===== src/rtl/kick_wdog_pkg.sv =====
package kick_wdog_pkg;
  localparam logic [2:0] SEL_OFF   = 3'b011;
  localparam logic [7:0] SETUP_RST = 8'h1B;

  typedef struct packed {
    logic       clrCnt;
    logic       runEn;
    logic [2:0] selCode;
  } wdCtl_t;
endpackage


===== src/rtl/kick_wdog_ctrl.sv =====
module kick_wdog_ctrl
  import kick_wdog_pkg::*;
(
  input  logic       clk,
  input  logic       rstN,
  input  logic       busSel,
  input  logic       busWr,
  input  logic [7:0] busWrData,
  output logic [7:0] busRdData,
  output logic       periphRstN,
  output wdCtl_t     ctl
);
  logic       kickQ;
  logic       brstQ;
  logic [2:0] selQ;
  logic       wrEn;
  logic       kickFlip;
  logic       selMove;

  assign wrEn     = busSel && busWr;
  assign kickFlip = wrEn && (busWrData[3] != kickQ);
  assign selMove  = wrEn && (busWrData[2:0] != selQ);

  always_ff @(posedge clk or negedge rstN) begin
    if (!rstN) begin
      brstQ <= SETUP_RST[4];
      kickQ <= SETUP_RST[3];
      selQ  <= SETUP_RST[2:0];
    end else if (wrEn) begin
      brstQ <= busWrData[4];
      kickQ <= busWrData[3];
      selQ  <= busWrData[2:0];
    end
  end

  always_comb begin
    ctl.clrCnt  = kickFlip || selMove;
    ctl.runEn   = (selQ != SEL_OFF);
    ctl.selCode = selQ;
  end

  assign busRdData  = {3'b000, brstQ, kickQ, selQ};
  assign periphRstN = brstQ;

  p_brst_follow_r9: assert property (@(posedge clk) disable iff (!rstN)
    wrEn |=> (periphRstN == $past(busWrData[4])));

  p_hold_no_write_r3: assert property (@(posedge clk) disable iff (!rstN)
    !wrEn |=> $stable(busRdData));

  p_write_lands_r2: assert property (@(posedge clk) disable iff (!rstN)
    wrEn |=> (busRdData[4:0] == $past(busWrData[4:0])));
endmodule


===== src/rtl/kick_wdog_dp.sv =====
module kick_wdog_dp
  import kick_wdog_pkg::*;
#(
  parameter int CNT_W = 33,
  parameter logic [CNT_W-1:0] PER_A = 100_000,
  parameter logic [CNT_W-1:0] PER_B = 1_000_000,
  parameter logic [CNT_W-1:0] PER_C = 3_000_000,
  parameter logic [CNT_W-1:0] PER_D = 10_000_000,
  parameter logic [CNT_W-1:0] PER_E = 100_000_000,
  parameter logic [CNT_W-1:0] PER_F = 1_000_000_000,
  parameter logic [CNT_W-1:0] PER_G = 33'd6_000_000_000,
  parameter int PULSE_LEN = 16
) (
  input  logic   clk,
  input  logic   rstN,
  input  wdCtl_t ctl,
  output logic   wdRst
);
  localparam int PW = $clog2(PULSE_LEN + 1);

  logic [CNT_W-1:0] cnt;
  logic [CNT_W-1:0] limit;
  logic [PW-1:0]    pulseLeft;
  logic             expire;

  always_comb begin
    case (ctl.selCode)
      3'b000:  limit = PER_A;
      3'b001:  limit = PER_B;
      3'b010:  limit = PER_C;
      3'b100:  limit = PER_D;
      3'b101:  limit = PER_E;
      3'b110:  limit = PER_F;
      3'b111:  limit = PER_G;
      default: limit = '1;
    endcase
  end

  assign expire = (cnt + 1'b1) >= limit;

  always_ff @(posedge clk or negedge rstN) begin
    if (!rstN) begin
      cnt       <= '0;
      pulseLeft <= '0;
    end else if (pulseLeft != '0) begin
      pulseLeft <= pulseLeft - 1'b1;
      cnt       <= '0;
    end else if (ctl.clrCnt || !ctl.runEn) begin
      cnt <= '0;
    end else if (expire) begin
      cnt       <= '0;
      pulseLeft <= PW'(PULSE_LEN);
    end else begin
      cnt <= cnt + 1'b1;
    end
  end

  assign wdRst = (pulseLeft != '0);

  p_off_quiet_r4: assert property (@(posedge clk) disable iff (!rstN)
    (!ctl.runEn && !wdRst) |=> !wdRst);

  p_clear_no_fire_r6: assert property (@(posedge clk) disable iff (!rstN)
    (ctl.clrCnt && !wdRst) |=> !wdRst);

  p_cnt_in_range_r5: assert property (@(posedge clk) disable iff (!rstN)
    ctl.runEn |-> (cnt < limit));

  p_pulse_full_r7: assert property (@(posedge clk) disable iff (!rstN)
    $rose(wdRst) |-> (pulseLeft == PW'(PULSE_LEN)));

  p_pulse_hold_r10: assert property (@(posedge clk) disable iff (!rstN)
    (wdRst && pulseLeft > 1) |=> wdRst);
endmodule


===== src/rtl/kick_wdog.sv =====
module kick_wdog
  import kick_wdog_pkg::*;
#(
  parameter int CNT_W = 33,
  parameter logic [CNT_W-1:0] PER_A = 100_000,
  parameter logic [CNT_W-1:0] PER_B = 1_000_000,
  parameter logic [CNT_W-1:0] PER_C = 3_000_000,
  parameter logic [CNT_W-1:0] PER_D = 10_000_000,
  parameter logic [CNT_W-1:0] PER_E = 100_000_000,
  parameter logic [CNT_W-1:0] PER_F = 1_000_000_000,
  parameter logic [CNT_W-1:0] PER_G = 33'd6_000_000_000,
  parameter int PULSE_LEN = 16
) (
  input  logic       clk,
  input  logic       rstN,
  input  logic       busSel,
  input  logic       busWr,
  input  logic [7:0] busWrData,
  output logic [7:0] busRdData,
  output logic       periphRstN,
  output logic       wdRst
);
  wdCtl_t ctl;

  kick_wdog_ctrl u_ctrl (
    .clk        (clk),
    .rstN       (rstN),
    .busSel     (busSel),
    .busWr      (busWr),
    .busWrData  (busWrData),
    .busRdData  (busRdData),
    .periphRstN (periphRstN),
    .ctl        (ctl)
  );

  kick_wdog_dp #(
    .CNT_W     (CNT_W),
    .PER_A     (PER_A),
    .PER_B     (PER_B),
    .PER_C     (PER_C),
    .PER_D     (PER_D),
    .PER_E     (PER_E),
    .PER_F     (PER_F),
    .PER_G     (PER_G),
    .PULSE_LEN (PULSE_LEN)
  ) u_dp (
    .clk   (clk),
    .rstN  (rstN),
    .ctl   (ctl),
    .wdRst (wdRst)
  );
endmodule


===== config.mk =====
export PLATFORM = sky130hd
export DESIGN_NAME = kick_wdog
export DESIGN_NICKNAME = d
export VERILOG_FILES = /design/src/rtl/kick_wdog_pkg.sv /design/src/rtl/kick_wdog_ctrl.sv /design/src/rtl/kick_wdog_dp.sv /design/src/rtl/kick_wdog.sv
export SDC_FILE = /design/constraint.sdc
export NUM_CORES = 1
export LEC_CHECK = 0
export BUFFER_PORTS_ARGS = -buffer_cell sky130_fd_sc_hd__buf_2
export CELL_PAD_IN_SITES_DETAIL_PLACEMENT = 1
export CELL_PAD_IN_SITES_GLOBAL_PLACEMENT = 2
export CORE_ASPECT_RATIO = 0.8
export CORE_MARGIN = 4
export CORE_UTILIZATION = 34
export DETAILED_ROUTE_END_ITERATION = 6
export PLACE_DENSITY = 0.76
export REMOVE_ABC_BUFFERS = 1
export SETUP_SLACK_MARGIN = 0.3
export SLEW_MARGIN = 10
export SYNTH_ARGS = -nofsm -noshare
export SYNTH_HDL_FRONTEND = slang
export SYNTH_SLANG_ARGS = --single-unit

===== constraint.sdc =====
create_clock -name clk -period 3.65 [get_ports clk]
set_input_delay 0 -clock clk [delete_from_list [all_inputs] [get_ports clk]]
set_output_delay 0 -clock clk [all_outputs]
set_load 0.01 [all_outputs]

==> impl_metrics.json <==
{
  "drt_wl_total_um": 9715,
  "critical-path-top-cell-by-count": "nand4_1",
  "ys.flop_type": "dfrtp_1",
  "post-route-period-util_pct": 99.61,
  "p_leak_nw": 1.949,
  "grt_pass1_vias": 3131,
  "hold_viol": 0,
  "setup_slack_ps": 14.41,
  "core_area_mm2": 0.009154,
  "first_pass_iters": 4,
  "grt-ovfl-total": 0,
  "crit_fanout": 12,
  "groute.usage.overall_pct": 18.73,
  "yosys-top-cells-area": "dfrtp_1 30%, ha_1 12%, xnor2_1 7.6%",
  "timing.rr.start": "u_dp.cnt[4]$_DFF_PN0_",
  "rsz0062_at_grt": "yes",
  "fill_cells": 1054,
  "fp.dieH_um": 95.17,
  "drc": 0,
  "io_pins": 22,
  "synth.largest_area_cell": "dfrtp_1",
  "start_util_pct": 35.28,
  "ys_ff_latch": 43,
  "grt_pass1_wl_um": 15970,
  "dpl.hpwl_um": 7319,
  "die_area_mm2": 0.01113,
  "postSynthCellCount": 361,
  "top_layer": "met4",
  "hp-start": "busSel",
  "finalSetupViolations": 0,
  "cts.sinks": 43,
  "cap_violations": 0,
  "skew_ps": 7.645,
  "dieWidth_um": 117.0,
  "clockRootBuffer": "clkbuf_16",
  "cp_slowest_stage_delay_ps": 350,
  "required_ps": 3830,
  "wire_per_inst_um": 17.79,
  "drtAntennaViolNets": 0,
  "drtIter0Drc": 85,
  "layout.cells.non_filler": 546,
  "area_growth_syn_to_layout_pct": 33.86,
  "dp_cells": 523,
  "arrival_ps": 3810,
  "place_area_mm2": 0.003734,
  "worstSetupStartpointType": "flop",
  "cts_tree": "yes",
  "cts_max_level": 2,
  "vias": 2885,
  "design_area_mm2": 0.004323,
  "diodes": 0,
  "path_class": "reg -> reg",
  "wl_met1_um": 4690,
  "yosysSeqAreaShare_pct": 33.48,
  "fin_total_pwr_mw": 1.566,
  "grt_max_degree": 44,
  "rows": 31,
  "startpoint": "u_dp.cnt[4]$_DFF_PN0_",
  "cts_buffers": 5,
  "synth_area_mm2": 0.003229,
  "wl_met2_um": 4644,
  "met3WireLength_um": 272,
  "synth-edff-count": 0,
  "synth.avg_cell_area_um2": 8.946,
  "drive_gt1_share_pct": 33.41,
  "critPathTopFamily": "simple AND/OR/NAND/NOR gates",
  "via_per_inst": 5.284,
  "worstSetupEndpointType": "flop",
  "cp_num_buf_inv": 3,
  "worst_slew_pin_slew_ps": 1037,
  "crit_path_top_delay_cell": "dfrtp_1",
  "clk_pin_slew_ps": 60,
  "clk_latency_ps": 300,
  "crit_chain": "and4_1, nand4_1, buf_4, nor2_2, and3_4, xor2_2, ha_1, nand4_1, buf_6, nor3_4, nand4_1, o31ai_2, maj3_2, and2_4, buf_8, nor3_1",
  "antenna_found_initial": 0,
  "synthArstFlopShare_pct": 100.0,
  "min_period_ps": 3636,
  "pre_cts_slack_ps": -113.3,
  "hold_ws_ps": 223.0,
  "status": "finished, final reports clean",
  "max_freq_mhz": 275.1,
  "ir_drop_mv": 0.2596,
  "hp-class": "in -> reg",
  "slew_viol_final": 0,
  "yosys.area.top_type_share_pct": 30.22,
  "cts_buffer_depth": 2,
  "nets": 474,
  "ys_warn_count": 0,
  "portBuffers": 15,
  "power_density_mw_per_mm2": 362.3,
  "synth_cell_types": 48,
  "slew_headroom_pct": 30.90,
  "gp_congestion": 0.8102
}
## cell families (layout without fill, tap and decap cells)
| logic type | count (synthesis) | count (layout) | share of synthesized area [%] |
|---|---|---|---|
| and+or+nand+nor | 167 | 167 | 26.39 |
| AOI/OAI and AO/OA | 43 | 43 | 9.144 |
| DFF | 43 | 43 | 33.48 |
| xor gates and xnor gates | 42 | 42 | 11.82 |
| adders and majority gates | 33 | 33 | 12.75 |
| buffers and inverters | 27 | 95 | 4.572 |
| muxes | 5 | 5 | 1.743 |
| other | 1 | 3 | 0.1161 |
## power by group
part           switching (mW)  internal [mW]
Sequential             0.0397          0.522
Clock                   0.197          0.272
Combinational           0.299          0.237
## worst min-delay path: cells and delay by family
family	cells	cell delay [ps]
mux	1	200
simple gates	1	200
buf+inv	1	100
## final cells by class
class | instances | area [µm²] | area share, %
multi-input combinational | 293 | 2291 | 53.00
sequential | 43 | 1081 | 25.01
timing repair buffer | 79 | 629.4 | 14.56
tap | 115 | 143.9 | 3.329
clock buffer | 7 | 142.6 | 3.300
inverter | 8 | 30.03 | 0.6946
clock inverter | 1 | 5.005 | 0.1158
## metal layers
metal  up-vias  GRT usage (%)
met2        31          29.59
met3         8          3.363
met4         0          6.113
met1      1432          25.92
met5         -              0
li1       1414              -
## path summary, 6_finish.rpt
| check | cells after the start | slack, ps | end |
|---|---|---|---|
| worst max-delay path | 16 | 10 | u_dp.cnt[16]$_DFF_PN0_ |
| min in group asynchronous | 2 | 450 | u_dp.cnt[5]$_DFF_PN0_ |
| max in group asynchronous | 2 | 2560 | u_dp.cnt[18]$_DFF_PN0_ |
| worst max register to register | 16 | 10 | u_dp.cnt[16]$_DFF_PN0_ |
| worst min register to register | 2 | 540 | u_dp.pulseLeft[4]$_DFFE_PN0P_ |
| worst min-delay path | 3 | 220 | u_ctrl.periphRstN$_DFFE_PN1P_ |
## what timing repair did
item	CTS	global route
resized for setup	29	35
buffers inserted	7	2
hold buffers	6	0
endpoints found under the hold margin	44	0
pin swaps	18	17
setup endpoints to repair	36	36
## cells in the final DEF, fill, tap and decap left out, types with 2 or more instances in the layout
cell type and count:
buf_2 15, nor4b_2 2, nand2_1 56, nor2b_1 3
inv_1 7, and2_1 5, nand3b_1 2, dlygate4sd3_1 6
nor2_2 2, buf_4 50, o21ai_0 9, nor2_4 3
and4b_1 4, a21oi_1 11, o31ai_2 2, o21a_1 2
xnor2_1 25, xor2_2 5, dfrtp_1 39, and4_1 4
nand3_2 3, mux2_2 5, buf_8 3, ha_1 32
xnor2_2 3, nor3_1 16, buf_12 2, dfstp_2 4
nand3_1 5, a21o_1 5, nor4_2 2, xor2_1 8
nor3_2 17, and3_1 6, nor2_1 10, buf_6 3
nand4_1 15, o31ai_1 2, clkbuf_16 5, conb_1 3
## cell usage after synthesis, types with 2 or more instances
library cell / n
a211oi_1: 2
or2_2: 2
xor2_1: 13
nor4b_1: 2
dfstp_2: 4
and4_1: 6
nor2b_1: 3
buf_6: 2
and4b_1: 4
inv_1: 7
nand3_1: 8
a21o_1: 5
and2_1: 6
buf_4: 7
nand3b_1: 2
ha_1: 32
nor3_1: 34
xnor2_1: 28
and3_1: 7
o21ai_0: 9
nand2_1: 57
clkbuf_1: 6
o31ai_1: 4
mux2_2: 5
nor4_1: 3
nand4_1: 15
buf_2: 4
dfrtp_1: 39
nor2_1: 15
a21oi_1: 11
o21a_1: 2
## metrics by stage
stage | TNS, ps | util, %
floorplan | -8040 | -
finish | 0 | 47.23
global placement | -1090 | 40.79
detailed placement | -3082 | 40.79
CTS | 0 | 44.98
global route | -6840 | 47.23
## flip-flops by register name, summed over array words and instances (netlist names)
signal / cells
u_dp.cnt: 33
u_dp.pulseLeft: 5
u_ctrl.selQ: 3
u_ctrl.kickQ: 1
u_ctrl.periphRstN: 1
Power figures use the tool's default switching activity.
